$ cat src/rtl/exc_entry_pkg.sv
package exc_entry_pkg;

    localparam int XLEN      = 32;
    localparam int CODE_W    = 12;
    localparam int IMASK_W   = 4;

    // Status word bit positions decoded elsewhere in the core
    localparam int SR_MD_BIT    = 30;
    localparam int SR_RB_BIT    = 29;
    localparam int SR_BL_BIT    = 28;
    localparam int SR_FD_BIT    = 15;
    localparam int SR_IMASK_LO  = 4;

    localparam logic [CODE_W-1:0] CODE_NONE      = {CODE_W{1'b1}};
    localparam logic [CODE_W-1:0] CODE_POWER     = 12'h000;
    localparam logic [CODE_W-1:0] CODE_MANUAL    = 12'h020;
    localparam logic [CODE_W-1:0] CODE_MULTIHIT  = 12'h140;
    localparam logic [CODE_W-1:0] CODE_TLB_RD    = 12'h040;
    localparam logic [CODE_W-1:0] CODE_TLB_WR    = 12'h060;
    localparam logic [CODE_W-1:0] CODE_TRAP      = 12'h160;
    localparam logic [CODE_W-1:0] CODE_BL_EXEMPT = 12'h1E0;

    localparam logic [XLEN-1:0] RESET_PC   = 32'hA000_0000;
    localparam logic [XLEN-1:0] OFS_GEN    = 32'h0000_0100;
    localparam logic [XLEN-1:0] OFS_TLB    = 32'h0000_0400;
    localparam logic [XLEN-1:0] OFS_IRQ    = 32'h0000_0600;
    localparam logic [XLEN-1:0] INSN_BYTES = 32'd2;

    localparam logic [XLEN-1:0] SR_RESET_VAL = 32'h7000_00F0;

    typedef enum logic [1:0] {
        EV_NONE = 2'd0,
        EV_EXC  = 2'd1,
        EV_IRQ  = 2'd2
    } ev_kind_e;

    typedef enum logic [1:0] {
        HC_RESET = 2'd0,
        HC_TLB   = 2'd1,
        HC_GEN   = 2'd2
    } hclass_e;

    typedef struct packed {
        ev_kind_e            kind;
        logic [CODE_W-1:0]   code;
        logic                wake_clr;
    } decision_t;

    typedef struct packed {
        ev_kind_e            kind;
        logic [CODE_W-1:0]   code;
        logic [XLEN-1:0]     pc;
        logic [XLEN-1:0]     ssr;
        logic [XLEN-1:0]     spc;
        logic [XLEN-1:0]     sgr;
        logic [XLEN-1:0]     sr;
        logic                ds_clr;
        logic                wake_clr;
    } entry_t;

    function automatic hclass_e handler_class(input logic [CODE_W-1:0] c);
        if (c == CODE_POWER || c == CODE_MANUAL || c == CODE_MULTIHIT)
            return HC_RESET;
        else if (c == CODE_TLB_RD || c == CODE_TLB_WR)
            return HC_TLB;
        else
            return HC_GEN;
    endfunction

    function automatic logic [XLEN-1:0] entry_sr(input logic [XLEN-1:0] sr);
        logic [XLEN-1:0] r;
        r = sr;
        r[SR_MD_BIT] = 1'b1;
        r[SR_RB_BIT] = 1'b1;
        r[SR_BL_BIT] = 1'b1;
        return r;
    endfunction

endpackage

$ cat src/rtl/exc_arbiter.sv
module exc_arbiter
    import exc_entry_pkg::*;
#(
    parameter int CW = CODE_W
) (
    input  logic          req,
    input  logic [CW-1:0] exc_code,
    input  logic          blocked,
    input  logic          irq_pending,
    input  logic          irq_vec_valid,
    input  logic [CW-1:0] irq_vec,
    input  logic          halt_wake,
    output decision_t     decision
);
    localparam logic [CW-1:0] NONE = {CW{1'b1}};

    logic exc_live;
    logic irq_gate_open;

    assign exc_live      = (exc_code != NONE);
    assign irq_gate_open = !blocked || halt_wake;

    always_comb begin
        decision.kind     = EV_NONE;
        decision.code     = '0;
        decision.wake_clr = 1'b0;
        if (req) begin
            if (exc_live) begin
                decision.kind     = EV_EXC;
                decision.code     = (blocked && exc_code != CODE_BL_EXEMPT)
                                    ? CODE_POWER : exc_code;
                decision.wake_clr = blocked;
            end else if (irq_pending && irq_gate_open) begin
                decision.wake_clr = blocked;
                if (irq_vec_valid) begin
                    decision.kind = EV_IRQ;
                    decision.code = irq_vec;
                end
            end
        end
    end
endmodule

$ cat src/rtl/exc_target_gen.sv
module exc_target_gen
    import exc_entry_pkg::*;
#(
    parameter int W = XLEN
) (
    input  decision_t    decision,
    input  logic [W-1:0] sr_in,
    input  logic [W-1:0] pc_in,
    input  logic [W-1:0] r15_in,
    input  logic [W-1:0] vbr_in,
    input  logic         ds_flag,
    input  logic         ds_cond_flag,
    output entry_t       entry
);
    logic    in_slot;
    logic    is_exc;
    logic    is_trap;
    hclass_e hc;

    assign in_slot = ds_flag || ds_cond_flag;
    assign is_exc  = (decision.kind == EV_EXC);
    assign is_trap = is_exc && (decision.code == CODE_TRAP);
    assign hc      = handler_class(decision.code);

    always_comb begin
        logic [W-1:0] spc_v;
        logic [W-1:0] sr_v;

        spc_v = pc_in;
        if (in_slot)
            spc_v = spc_v - INSN_BYTES;
        if (is_trap)
            spc_v = spc_v + INSN_BYTES;

        sr_v = entry_sr(sr_in);
        if (is_exc && hc == HC_RESET) begin
            sr_v[SR_FD_BIT] = 1'b0;
            sr_v[SR_IMASK_LO +: IMASK_W] = {IMASK_W{1'b1}};
        end

        entry.kind     = decision.kind;
        entry.code     = decision.code;
        entry.ssr      = sr_in;
        entry.sgr      = r15_in;
        entry.spc      = spc_v;
        entry.sr       = sr_v;
        entry.ds_clr   = in_slot && (decision.kind != EV_NONE);
        entry.wake_clr = decision.wake_clr;

        unique case (decision.kind)
            EV_EXC: begin
                unique case (hc)
                    HC_RESET: entry.pc = RESET_PC;
                    HC_TLB:   entry.pc = vbr_in + OFS_TLB;
                    default:  entry.pc = vbr_in + OFS_GEN;
                endcase
            end
            EV_IRQ:  entry.pc = vbr_in + OFS_IRQ;
            default: entry.pc = pc_in;
        endcase
    end
endmodule

$ cat src/rtl/exc_state_regs.sv
module exc_state_regs
    import exc_entry_pkg::*;
#(
    parameter int W  = XLEN,
    parameter int CW = CODE_W
) (
    input  logic          clk,
    input  logic          rst,
    input  entry_t        entry,
    output logic [W-1:0]  pc_q,
    output logic [W-1:0]  ssr_q,
    output logic [W-1:0]  spc_q,
    output logic [W-1:0]  sgr_q,
    output logic [W-1:0]  sr_q,
    output logic [CW-1:0] expevt_q,
    output logic [CW-1:0] intevt_q,
    output logic          take_q,
    output logic          ds_clr_q,
    output logic          wake_clr_q
);
    logic taking;
    assign taking = (entry.kind != EV_NONE);

    always_ff @(posedge clk) begin
        if (rst) begin
            pc_q       <= RESET_PC;
            ssr_q      <= '0;
            spc_q      <= '0;
            sgr_q      <= '0;
            sr_q       <= SR_RESET_VAL;
            expevt_q   <= '0;
            intevt_q   <= '0;
            take_q     <= 1'b0;
            ds_clr_q   <= 1'b0;
            wake_clr_q <= 1'b0;
        end else begin
            take_q     <= taking;
            ds_clr_q   <= entry.ds_clr;
            wake_clr_q <= entry.wake_clr;
            if (taking) begin
                pc_q  <= entry.pc;
                ssr_q <= entry.ssr;
                spc_q <= entry.spc;
                sgr_q <= entry.sgr;
                sr_q  <= entry.sr;
            end
            if (entry.kind == EV_EXC)
                expevt_q <= entry.code;
            if (entry.kind == EV_IRQ)
                intevt_q <= entry.code;
        end
    end

    AST_DS_CLR_WITH_TAKE: assert property (@(posedge clk) disable iff (rst)
        ds_clr_q |-> take_q);
    AST_ENTRY_SR_BITS: assert property (@(posedge clk) disable iff (rst)
        take_q |-> (sr_q[SR_BL_BIT] && sr_q[SR_MD_BIT] && sr_q[SR_RB_BIT]));
endmodule

$ cat src/rtl/exc_entry_seq.sv
module exc_entry_seq
    import exc_entry_pkg::*;
#(
    parameter int W  = XLEN,
    parameter int CW = CODE_W,
    parameter int MW = IMASK_W
) (
    input  logic          clk,
    input  logic          rst,
    input  logic          eval_req,
    input  logic [W-1:0]  sr_in,
    input  logic [W-1:0]  pc_in,
    input  logic [W-1:0]  r15_in,
    input  logic [W-1:0]  vbr_in,
    input  logic [CW-1:0] exc_code,
    input  logic          irq_pending,
    output logic [MW-1:0] irq_mask_lvl,
    input  logic          irq_vec_valid,
    input  logic [CW-1:0] irq_vec,
    input  logic          ds_flag,
    input  logic          ds_cond_flag,
    input  logic          halt_wake,
    output logic [W-1:0]  pc_out,
    output logic [W-1:0]  ssr_out,
    output logic [W-1:0]  spc_out,
    output logic [W-1:0]  sgr_out,
    output logic [W-1:0]  sr_out,
    output logic [CW-1:0] expevt_out,
    output logic [CW-1:0] intevt_out,
    output logic          take_evt,
    output logic          ds_clr,
    output logic          halt_wake_clr
);
    decision_t decision;
    entry_t    entry;

    assign irq_mask_lvl = sr_in[SR_IMASK_LO +: MW];

    exc_arbiter #(.CW(CW)) u_arb (
        .req           (eval_req),
        .exc_code      (exc_code),
        .blocked       (sr_in[SR_BL_BIT]),
        .irq_pending   (irq_pending),
        .irq_vec_valid (irq_vec_valid),
        .irq_vec       (irq_vec),
        .halt_wake     (halt_wake),
        .decision      (decision)
    );

    exc_target_gen #(.W(W)) u_tgt (
        .decision     (decision),
        .sr_in        (sr_in),
        .pc_in        (pc_in),
        .r15_in       (r15_in),
        .vbr_in       (vbr_in),
        .ds_flag      (ds_flag),
        .ds_cond_flag (ds_cond_flag),
        .entry        (entry)
    );

    exc_state_regs #(.W(W), .CW(CW)) u_regs (
        .clk        (clk),
        .rst        (rst),
        .entry      (entry),
        .pc_q       (pc_out),
        .ssr_q      (ssr_out),
        .spc_q      (spc_out),
        .sgr_q      (sgr_out),
        .sr_q       (sr_out),
        .expevt_q   (expevt_out),
        .intevt_q   (intevt_out),
        .take_q     (take_evt),
        .ds_clr_q   (ds_clr),
        .wake_clr_q (halt_wake_clr)
    );

    logic exc_live;
    assign exc_live = (exc_code != {CW{1'b1}});

    AST_EXC_BEATS_IRQ: assert property (@(posedge clk) disable iff (rst)
        (eval_req && exc_live) |=> (take_evt && $stable(intevt_out)));
    AST_BL_TO_RESET: assert property (@(posedge clk) disable iff (rst)
        (eval_req && exc_live && sr_in[SR_BL_BIT] && exc_code != CODE_BL_EXEMPT)
        |=> (expevt_out == CODE_POWER && pc_out == RESET_PC));
    AST_BL_IRQ_ASLEEP: assert property (@(posedge clk) disable iff (rst)
        (eval_req && !exc_live && sr_in[SR_BL_BIT] && !halt_wake) |=> !take_evt);
    AST_NO_VEC_NO_TAKE: assert property (@(posedge clk) disable iff (rst)
        (eval_req && !exc_live && !irq_vec_valid) |=> !take_evt);
    AST_SAVE_CONTEXT: assert property (@(posedge clk) disable iff (rst)
        take_evt |-> (ssr_out == $past(sr_in) && sgr_out == $past(r15_in)));
    AST_IRQ_ENTRY: assert property (@(posedge clk) disable iff (rst)
        (eval_req && !exc_live && irq_pending && irq_vec_valid
         && (!sr_in[SR_BL_BIT] || halt_wake))
        |=> (intevt_out == $past(irq_vec) && pc_out == $past(vbr_in) + OFS_IRQ));
    AST_STROBE_SOURCE: assert property (@(posedge clk) disable iff (rst)
        take_evt |-> $past(eval_req));
    AST_IDLE_HOLD: assert property (@(posedge clk) disable iff (rst)
        !eval_req |=> (!take_evt && $stable(pc_out) && $stable(sr_out)
                       && $stable(spc_out) && !halt_wake_clr));
endmodule

$ cat config.mk
export PLATFORM = sky130hd
export DESIGN_NAME = exc_entry_seq
export DESIGN_NICKNAME = d
export VERILOG_FILES = /design/src/rtl/exc_entry_pkg.sv /design/src/rtl/exc_arbiter.sv /design/src/rtl/exc_target_gen.sv /design/src/rtl/exc_state_regs.sv /design/src/rtl/exc_entry_seq.sv
export SDC_FILE = /design/constraint.sdc
export NUM_CORES = 1
export LEC_CHECK = 0
export ABC_AREA = 1
export BUFFER_PORTS_ARGS = -buffer_cell sky130_fd_sc_hd__buf_2
export CELL_PAD_IN_SITES_DETAIL_PLACEMENT = 0
export CELL_PAD_IN_SITES_GLOBAL_PLACEMENT = 1
export CORE_ASPECT_RATIO = 0.9
export CORE_UTILIZATION = 37
export DETAILED_ROUTE_END_ITERATION = 16
export PLACE_DENSITY = 0.86
export SYNTH_ARGS = -nofsm -noshare
export SYNTH_HDL_FRONTEND = slang
export SYNTH_SLANG_ARGS = --single-unit
$ cat constraint.sdc
create_clock -name clk -period 4.4 [get_ports clk]
set_input_delay 0.22 -clock clk [delete_from_list [all_inputs] [get_ports clk]]
set_output_delay 0.22 -clock clk [all_outputs]
set_load 0.1 [all_outputs]
==> results of run 1 <==
synthesized netlist by cell type, types with 2 or more instances:
cell type / instances
o211ai_1: 11
inv_1: 165
nor2_8: 4
nor2_4: 6
buf_6: 4
nand4_1: 26
buf_4: 32
buf_1: 6
o21bai_1: 5
nor3_1: 17
ha_1: 7
o31ai_1: 3
nor4_1: 5
clkbuf_1: 41
xnor2_1: 4
nor2_1: 145
o21ai_1: 7
inv_2: 7
nand3_2: 8
nand3_1: 163
a21oi_1: 105
nand2_2: 5
buf_2: 6
nor3_2: 2
nand3_4: 3
dfxtp_1: 160
nor2_2: 13
nand3b_1: 2
clkinv_1: 2
nand2_4: 2
xor2_1: 55
a31oi_1: 4
o21ai_0: 74
o21a_1: 3
o21ai_2: 3
nand2_1: 465
flip-flops by register name, summed over array words and instances (netlist names):
signal,cells
u_regs.ds_clr_q,1
u_regs.expevt_q,12
u_regs.intevt_q,12
u_regs.pc_q,32
u_regs.sgr_q,32
u_regs.spc_q,32
u_regs.sr_q,5
u_regs.ssr_q,32
u_regs.take_q,1
u_regs.wake_clr_q,1
power by group:
part,total (mW),internal (mW),switching [mW]
combinational,1.44,0.275,1.17
clock,1.50,0.800,0.704
sequential,1.58,1.53,0.0476
total,4.53,2.61,1.92
metal layers:
| layer | vias to the layer above | track usage | wire length [microns] |
|---|---|---|---|
| met1 | 5252 | 0.335 | 16500 |
| met3 | 60 | 0.0325 | 1810 |
| met5 | - | 0 | 0 |
| met4 | 0 | 0.0957 | 1080 |
| met2 | 382 | 0.423 | 17200 |
| li1 | 5724 | - | - |
how the worst max path moves through the flow:
stage,from,endpoint,slack [ns]
global placement,exc_code[7],u_regs.pc_q[4],1.41
finish,exc_code[7],u_regs.pc_q[2],1.68
global route,exc_code[7],u_regs.pc_q[1],1.41
detailed placement,exc_code[7],u_regs.pc_q[4],1.29
CTS,exc_code[7],u_regs.pc_q[2],1.75
floorplan,pc_in[1],u_regs.spc_q[29],2.14
critical path: cells and delay by family:
family                 cells  cell delay (ns)
AND/OR/NAND/NOR           13             2.11
AO/OA/AOI/OAI              1             0.16
buffers and inverters      2             0.57
per-stage QoR:
stage	utilization	setup slack, ns	hold WS (ns)	total power, mW
2_1_floorplan	-	2.14	0.323	2.72
3_3_place_gp	0.448	1.41	0.406	3.01
3_5_place_dp	0.448	1.29	0.409	3.01
4_1_cts	0.486	1.75	0.00767	4.55
5_1_grt	0.486	1.41	0.0156	4.70
6_report	0.486	1.68	0.0284	4.53
kinds of logic after synthesis:
group | count (synthesis)
buffers and inverters | 264
flip-flops | 160
AO/OA/AOI/OAI | 220
XOR/XNOR | 59
other | 1
AND/OR/NAND/NOR | 870
adder cells (fa/ha/maj) | 7
cell type report:
cell class	instances	share of cell area
timing repair buffer	398	0.174
sequential	160	0.250
antenna	3	0.000586
inverter	175	0.0516
tap	348	0.0340
clock inverter	14	0.0113
clock buffer	18	0.0335
multi-input combinational	1159	0.445
what timing repair did:
item | CTS | global route
hold buffers | 42 | 0
setup endpoints to repair | 0 | 0
hold endpoints to repair | 42 | 0
==> flow_summary.yaml, run 1 <==
outcome:
  status: "finished clean"
detailed_routing:
  wl_per_cell_microns: 16.1
  first_pass_iters: 5
  drc: 0
  ant_nets: 0
  num_vias: 11418
  routed_wl_microns: 36600
  via_per_inst: 5.02
  drtIter0Drc: 759
floorplanning:
  core_region_area_sq_um: 26300
  num_rows: 56
  die_area_sq_um: 27800
  io_pins: 351
  die_height_microns: 158
  dieWidth_microns: 176
  initial_core_util: 0.381
final_layout:
  nets: 2078
  multi_input_area_sq_um: 5710
  drive_above_1_share: 0.232
  layout_common_cells: "465 x nand2_1, 347 x buf_2, 164 x inv_1"
  fin_cells: 2275
  fill_cells: 2808
  syn_to_final_growth_pct: 27.6
  final_common_cell: "nand2_1"
  seq_area_sq_um: 3200
  design_area_sq_um: 12800
yosys:
  synth_cell_types: 47
  synth_fa_ha_area_frac: 0.00872
  synth_compound_area_frac: 0.119
  synth_area_sq_um: 10000
  synth-xor-area-share: 0.0514
  synth_top_family_by_area: "simple AND/OR/NAND/NOR gates"
  syn_inst: 1581
  synth_top_area_share: 0.319
  synth.area.top_cells: "dfxtp_1 32%, nand2_1 17%, nand3_1 8.1%"
  ys_async_sr_fraction: 0
  synth-simple-area-share: 0.387
  synth_edf_count: 0
  synth_ff_type: "dfxtp_1"
  synthMuxAreaShare: 0
  postSynthAreaPerCell_sq_um: 6.35
  yosys.area.top_type: "dfxtp_1"
  yosys_warnings: 0
  ys_ff_latch: 160
  yosysSeqAreaShare: 0.319
timing:
  hold_viol_final: 0
  final-setup-viol-count: 0
  clock.fmax_mhz: 367
  drv_slew: 0
  rsz0062_at_grt: "no"
  finalCritPeriodShare: 0.619
  relSlewSlack: 0.349
  finClkSkew_ns: 0
  layout_min_cycle_time_ns: 2.72
  fin_setup_tns_ns: 0
  tightest_slew_ns: 0.976
clock_tree:
  clock-sinks: 160
  cts_tree: "built"
  clk-insertion-delay-late_ns: 0.44
  path_clk_slew_ns: 0.07
  post_cts_resized: 0
  cts-root-buf: "clkbuf_16"
  clockBufferDepth: 2
  cts_max_level: 4
  cts-buffers-inserted: 17
  cts_setup_buffers: 0
placement:
  place_area_sq_um: 11800
  hpwl_microns: 27300
  port_buffers: 347
  place.gp.congestion: 0.920
  dp_cells: 2198
power_and_ir_drop:
  vdd_drop_max_v: 0.000262
  power_density_nw_per_um2: 353
  p_leak_nw: 6.66
critical_path:
  r2r_start: "u_regs.pc_q[10]"
  worstSetupStartpointType: "primary input"
  reg2reg_setup_slack_ns: 3.56
  cp_common_cell: "nand2_1"
  critPathCaptureType: "flop"
  path_max_fanout: 29
  crit_required_ns: 4.75
  worstSetupPathType: "in2reg"
  crit_arrival_ns: 3.07
  cpMaxStageDelayCell: "inv_2"
  crit_chain: "buf_2 > nand2_1 > nor2_2 > nand3_4 > nand2_4 > inv_2 > nand3_1 > nand2_1 > nor2_8 > nand2_1 > nor2_2 > nand3_2 > nand3_2 > nand2_1 > nand3_1 > a21oi_1"
  reg2reg_to: "u_regs.pc_q[10]"
  cpPeakStageDelay_ns: 0.46
  r2r_cells: 4
worst_hold_path:
  hold_path_startpoint: "sr_in[8]"
  holdPathEnd: "u_regs.ssr_q[8]"
  hold_depth: 3
  hold_path_class: "in2reg"
global_routing:
  grt_max_degree: 72
  grt_pass1_vias: 10356
  track_usage: 0.254
  overflow: 0
  antenna_found_initial: 3
  grt_pass1_wl_microns: 55800
job:
  cap_violations: 0
(Power assumes the default switching activity.)
==> run 2: changes to the inputs <==
--- a/config.mk
+++ b/config.mk
@@ -5,14 +5,14 @@
 export SDC_FILE = /design/constraint.sdc
 export NUM_CORES = 1
 export LEC_CHECK = 0
-export ABC_AREA = 1
+export ABC_AREA = 0
 export BUFFER_PORTS_ARGS = -buffer_cell sky130_fd_sc_hd__buf_2
 export CELL_PAD_IN_SITES_DETAIL_PLACEMENT = 0
 export CELL_PAD_IN_SITES_GLOBAL_PLACEMENT = 1
 export CORE_ASPECT_RATIO = 0.9
-export CORE_UTILIZATION = 37
+export CORE_UTILIZATION = 31
 export DETAILED_ROUTE_END_ITERATION = 16
-export PLACE_DENSITY = 0.86
+export PLACE_DENSITY = 0.76
 export SYNTH_ARGS = -nofsm -noshare
 export SYNTH_HDL_FRONTEND = slang
 export SYNTH_SLANG_ARGS = --single-unit
==> constraint.sdc (replaced) <==
create_clock -name clk -period 2.4 [get_ports clk]
set_input_delay 0.12 -clock clk [delete_from_list [all_inputs] [get_ports clk]]
set_output_delay 0.12 -clock clk [all_outputs]
set_load 0.1 [all_outputs]
==> flow_summary.yaml, run 2 <==
detailed_routing:
  num_vias: 10818
  drc: 0
  via_per_inst: 5.09
  routed_wl_microns: 35700
  drtIter0Drc: 514
  first_pass_iters: 6
  ant_nets: 0
  wl_per_cell_microns: 16.8
placement:
  place_area_sq_um: 12500
  place.gp.congestion: 0.888
  hpwl_microns: 27000
  port_buffers: 347
clock_tree:
  cts-root-buf: "clkbuf_16"
  clockBufferDepth: 2
  clock-sinks: 160
  cts_tree: "built"
  clk-insertion-delay-late_ns: 0.42
  path_clk_slew_ns: 0.07
  cts-buffers-inserted: 17
  cts_max_level: 4
timing:
  hold_viol_final: 0
  drv_slew: 0
  finalCritPeriodShare: 0.990
  clock.fmax_mhz: 421
  tightest_slew_ns: 0.751
  relSlewSlack: 0.493
  fin_setup_tns_ns: 0
  final-setup-viol-count: 0
  rsz0062_at_grt: "yes"
  finClkSkew_ns: 0
  layout_min_cycle_time_ns: 2.38
final_layout:
  drive_above_1_share: 0.385
  syn_to_final_growth_pct: 57.6
  nets: 1920
  fill_cells: 2746
  final_common_cell: "buf_2"
  design_area_sq_um: 14100
  layout_common_cells: "342 x buf_2, 246 x nand2_1, 218 x buf_4"
yosys:
  synth.most_common_cell: "nand2_1"
  synth_ff_type: "dfxtp_1"
  ys_ff_latch: 160
  yosys_warnings: 0
  synth_cell_types: 89
  yosysSeqAreaShare: 0.359
  ys_async_sr_fraction: 0
  synth_edf_count: 0
  synth_area_sq_um: 8930
  synth_commonest_cells: "250 x nand2_1, 160 x dfxtp_1, 125 x a21oi_1"
  synth.area.top_cells: "dfxtp_1 36%, nand2_1 11%, a21oi_1 7.0%"
  syn_inst: 1180
  yosys.area.top_type: "dfxtp_1"
  postSynthAreaPerCell_sq_um: 7.57
  synth_top_area_share: 0.359
power_and_ir_drop:
  power_mw: 8.28
  seqPwrFrac: 0.347
  p_int_mw: 5.11
  p_leak_nw: 6.31
  power_density_nw_per_um2: 588
  switching_share: 0.383
  vdd_drop_max_v: 0.000435
  p_clk_frac: 0.332
  pwr-share-comb: 0.321
  power.switching_mw: 3.17
critical_path:
  worstSetupStartpointType: "primary input"
  crit_arrival_ns: 2.70
  crit_buf_inv: 3
  critPathCaptureType: "flop"
  crit_required_ns: 2.72
  cpPeakStageDelay_ns: 0.57
  cp_common_cell: "buf_4"
  path_max_fanout: 4
  crit_chain: "buf_6 > or4_4 > o41a_1 > nor4b_4 > o2111ai_2 > nor4_4 > buf_4 > buf_4 > xor2_1 > o21ai_1"
  cpMaxStageDelayCell: "or4_4"
  crit_family: "simple AND/OR/NAND/NOR gates"
  worstSetupPathType: "in2reg"
job:
  cap_violations: 0
floorplanning:
  io_pins: 351
  num_rows: 58
  die_height_microns: 163
  die_area_sq_um: 29500
  dieWidth_microns: 181
  initial_core_util: 0.317
  core_region_area_sq_um: 28200
global_routing:
  grt_max_degree: 63
  antenna_found_initial: 2
  grt_pass1_wl_microns: 54600
  overflow: 0
  track_usage: 0.234
  grt_pass1_vias: 10258
worst_hold_path:
  hold_path_class: "in2reg"
outcome:
  status: "finished clean"
-- run 2: cell count changes in the layout (fill, tap and decap cells not counted), sizes merged, moves of 37 or more --
cell | before | now
nor2 | 168 | 83
nand3 | 174 | 41
buf | 356 | 570
nand2 | 472 | 252
dlygate4sd3 | 42 | 79
inv | 180 | 20
-- run 2: per-layer routing --
| metal | up-vias | wire (microns) | GRT usage |
|---|---|---|---|
| li1 | 5309 | - | - |
| met1 | 5039 | 15800 | 0.293 |
| met2 | 426 | 16600 | 0.391 |
| met3 | 42 | 2520 | 0.0627 |
| met4 | 2 | 726 | 0.0755 |
| met5 | - | 13 | 0 |
-- run 2: tightest hold or removal path: stages --
cell and delay (ns):
buf_6 0.07, buf_4 0.11, a22oi_1 0.06, nor2_1 0.08
-- run 2: per-stage QoR --
stage          utilization  instances  hold slack (ns)  setup WS, ns
2_1_floorplan            -       1182            0.246        -0.408
3_3_place_gp         0.443       2006            0.344        -0.472
3_5_place_dp         0.443       2006            0.348        -0.530
4_1_cts              0.493       2118           0.0254      -0.00256
5_1_grt              0.500       2126           0.0333        -0.124
6_report             0.500       2126           0.0453        0.0237
-- run 2: layout make-up --
cell class                      count  area [sq um]  area share
Antenna cell                        1          2.50    0.000178
Clock buffer                       24           472      0.0335
Clock inverter                      7           103     0.00729
Inverter                           18          67.6     0.00480
Multi-Input combinational cell    907          5480       0.389
Sequential cell                   160          3200       0.228
Tap cell                          360           450      0.0320
Timing Repair Buffer              649          4300       0.305
-- run 2: worst paths after layout --
path / startpoint / endpoint / slack [ns] / cells past startpoint
max reg2reg: u_regs.spc_q[29] / u_regs.spc_q[29] / 1.34 / 3
min: exc_code[1] / u_regs.expevt_q[1] / 0.05 / 4
min reg2reg: u_regs.sgr_q[17] / u_regs.sgr_q[17] / 0.45 / 2
max: exc_code[3] / u_regs.spc_q[17] / 0.02 / 10
-- run 2: cell families (layout without fill, tap and decap cells) --
| group | count (synthesis) | after routing | synth area share |
|---|---|---|---|
| and+or+nand+nor | 516 | 516 | 0.272 |
| muxes | 6 | 6 | 0.00686 |
| xor gates and xnor gates | 64 | 64 | 0.0628 |
| DFF | 160 | 160 | 0.359 |
| AOI/OAI and AO/OA | 311 | 311 | 0.225 |
| other | 1 | 4 | 0.000420 |
| buffers and inverters | 115 | 698 | 0.0646 |
| adders and majority gates | 7 | 7 | 0.00980 |
-- run 2: power by group through the flow --
stage,Clock (mW),Combinational [mW],Sequential [mW]
6_report,2.75,2.66,2.87
5_1_grt,2.93,2.78,2.89
4_1_cts,2.82,2.63,2.87
3_5_place_dp,0,2.51,2.93
3_3_place_gp,0,2.51,2.93
2_1_floorplan,0,0.810,3.92
-- run 2: repair_timing --
action	in CTS	in global routing
hold buffers	79	0
buffers inserted	2	7
gates resized for setup	7	32
hold endpoints to repair	81	0
pin swaps	2	15
setup endpoints to repair	15	42
==> run 3: changes to the inputs <==
--- a/config.mk
+++ b/config.mk
@@ -5,7 +5,7 @@
 export SDC_FILE = /design/constraint.sdc
 export NUM_CORES = 1
 export LEC_CHECK = 0
-export ABC_AREA = 0
+export ABC_AREA = 1
 export BUFFER_PORTS_ARGS = -buffer_cell sky130_fd_sc_hd__buf_2
 export CELL_PAD_IN_SITES_DETAIL_PLACEMENT = 0
 export CELL_PAD_IN_SITES_GLOBAL_PLACEMENT = 1
==> flow_summary.yaml, run 3 (same netlist as run 1, synthesis figures left out) <==
outcome:
  status: "finished clean"
detailed_routing:
  drc: 0
  routed_wl_microns: 37900
  met1_length_microns: 17800
  wl_met3_microns: 1610
  num_vias: 11743
  wl_per_cell_microns: 15.3
  drtIter0Drc: 734
  via_per_inst: 4.75
  first_pass_iters: 5
  wl_met2_microns: 17500
  ant_nets: 0
  top_layer_used: "met4"
critical_path:
  reg2reg_setup_slack_ns: 1.59
  cpMaxStageDelayCell: "xor2_1"
  path_max_fanout: 5
  cpPeakStageDelay_ns: 0.27
  worstSetupPathType: "in2reg"
  crit_required_ns: 2.77
  crit_arrival_ns: 2.37
  crit_chain: "buf_2 > inv_1 > ha_1 > nand2_1 > nor2_2 > nand3_1 > xor2_1 > inv_1 > nor2_1 > nand2_1 > buf_4 > nor2_1 > nand4_1 > o21ai_0 > nand2_1 > a21oi_1"
  critPathCaptureType: "flop"
  cp_common_cell: "nand2_1"
  worstSetupStartpointType: "primary input"
power_and_ir_drop:
  power.switching_mw: 3.52
  p_clk_frac: 0.331
  vdd_drop_max_v: 0.000434
  power_density_nw_per_um2: 609
  seqPwrFrac: 0.339
  p_int_mw: 5.04
  switching_share: 0.411
  pwr-share-comb: 0.330
  p_leak_nw: 7.31
clock_tree:
  path_clk_slew_ns: 0.07
  cts_max_level: 4
  clk-insertion-delay-late_ns: 0.43
  cts-root-buf: "clkbuf_16"
  clock-sinks: 160
  cts_tree: "built"
  cts-buffers-inserted: 17
  clockBufferDepth: 2
global_routing:
  grt_pass1_wl_microns: 59100
  overflow: 0
  track_usage: 0.226
  grt_pass1_vias: 11066
  antenna_found_initial: 0
  grt_max_degree: 48
timing:
  final-setup-viol-count: 0
  finClkSkew_ns: 0
  clock.fmax_mhz: 502
  rsz0062_at_grt: "no"
  setup_ws_ns: 0.409
  finalCritPeriodShare: 0.830
  tightest_slew_ns: 0.586
  hold_viol_final: 0
  fin_setup_tns_ns: 0
  layout_min_cycle_time_ns: 1.99
  drv_slew: 0
  relSlewSlack: 0.609
final_layout:
  final_common_cell: "nand2_1"
  syn_to_final_growth_pct: 40.1
  layout_common_cells: "465 x nand2_1, 347 x buf_2, 164 x inv_1"
  fill_cells: 3343
  nets: 2213
  seq_area_sq_um: 3200
  antenna_cells: 0
  drive_above_1_share: 0.267
  final_util: 0.441
  multi_input_area_sq_um: 5710
  design_area_sq_um: 14100
placement:
  preCtsSetupSlack_ns: -0.0589
  place_area_sq_um: 12700
  port_buffers: 347
  hpwl_microns: 29200
  place.gp.congestion: 0.928
floorplanning:
  die_height_microns: 173
  io_pins: 351
  initial_core_util: 0.315
  num_rows: 62
  core_region_area_sq_um: 31900
  die_area_sq_um: 33100
  dieWidth_microns: 192
worst_hold_path:
  hold_path_class: "in2reg"
job:
  cap_violations: 0
## run 3: power groups by stage
stage                     sequential, mW  combinational [mW]  clock [mW]
after floorplan                     4.07               0.914           0
after global placement              2.96                2.71           0
after detailed placement            2.96                2.72           0
after CTS                           2.90                2.82        2.91
after global routing                2.92                2.98        3.01
final                               2.90                2.82        2.84
## run 3: area by class of cell
| cell class | instances | share of cell area |
|---|---|---|
| timing repair buffer | 533 | 0.240 |
| clock inverter | 13 | 0.0109 |
| clock buffer | 18 | 0.0312 |
| tap | 416 | 0.0370 |
| inverter | 175 | 0.0470 |
| sequential | 160 | 0.228 |
| multi-input combinational | 1159 | 0.406 |
## run 3: metrics by stage
| step | hold slack [ns] | power, mW | cells |
|---|---|---|---|
| 2_1_floorplan | 0.223 | 4.98 | 1583 |
| 3_5_place_dp | 0.310 | 5.68 | 2368 |
| 4_1_cts | 0.0268 | 8.63 | 2474 |
| 6_report | 0.0494 | 8.56 | 2474 |
| 3_3_place_gp | 0.307 | 5.67 | 2368 |
| 5_1_grt | 0.0433 | 8.91 | 2474 |
## run 3: worst paths after layout
check                startpoint                  to  depth (start not counted)
max                    pc_in[1]    u_regs.spc_q[26]                         16
min                 exc_code[6]  u_regs.expevt_q[6]                          3
max reg2reg      u_regs.pc_q[9]      u_regs.pc_q[9]                          4
min reg2reg  u_regs.expevt_q[6]  u_regs.expevt_q[6]                          2
## run 3: critical path: cells and delay by family
kind	cells	cell delay [ns]
and+or+nand+nor	8	1.00
buffers and inverters	4	0.45
AOI/OAI and AO/OA	2	0.30
xor gates and xnor gates	1	0.27
adders and majority gates	1	0.21
## run 3: timing repair
item / in CTS / in global routing
hold buffers: 75 / 0
resized for setup: 0 / 0
endpoints found under the hold margin: 79 / 0
setup endpoints to repair: 0 / 0
setup buffers: 0 / 0
## run 3: layer usage
metal  GRT usage  vias to the layer above
met5           0                        -
met4      0.0731                        0
met3      0.0337                       62
met2       0.364                      325
met1       0.306                     5373
li1            -                     5983
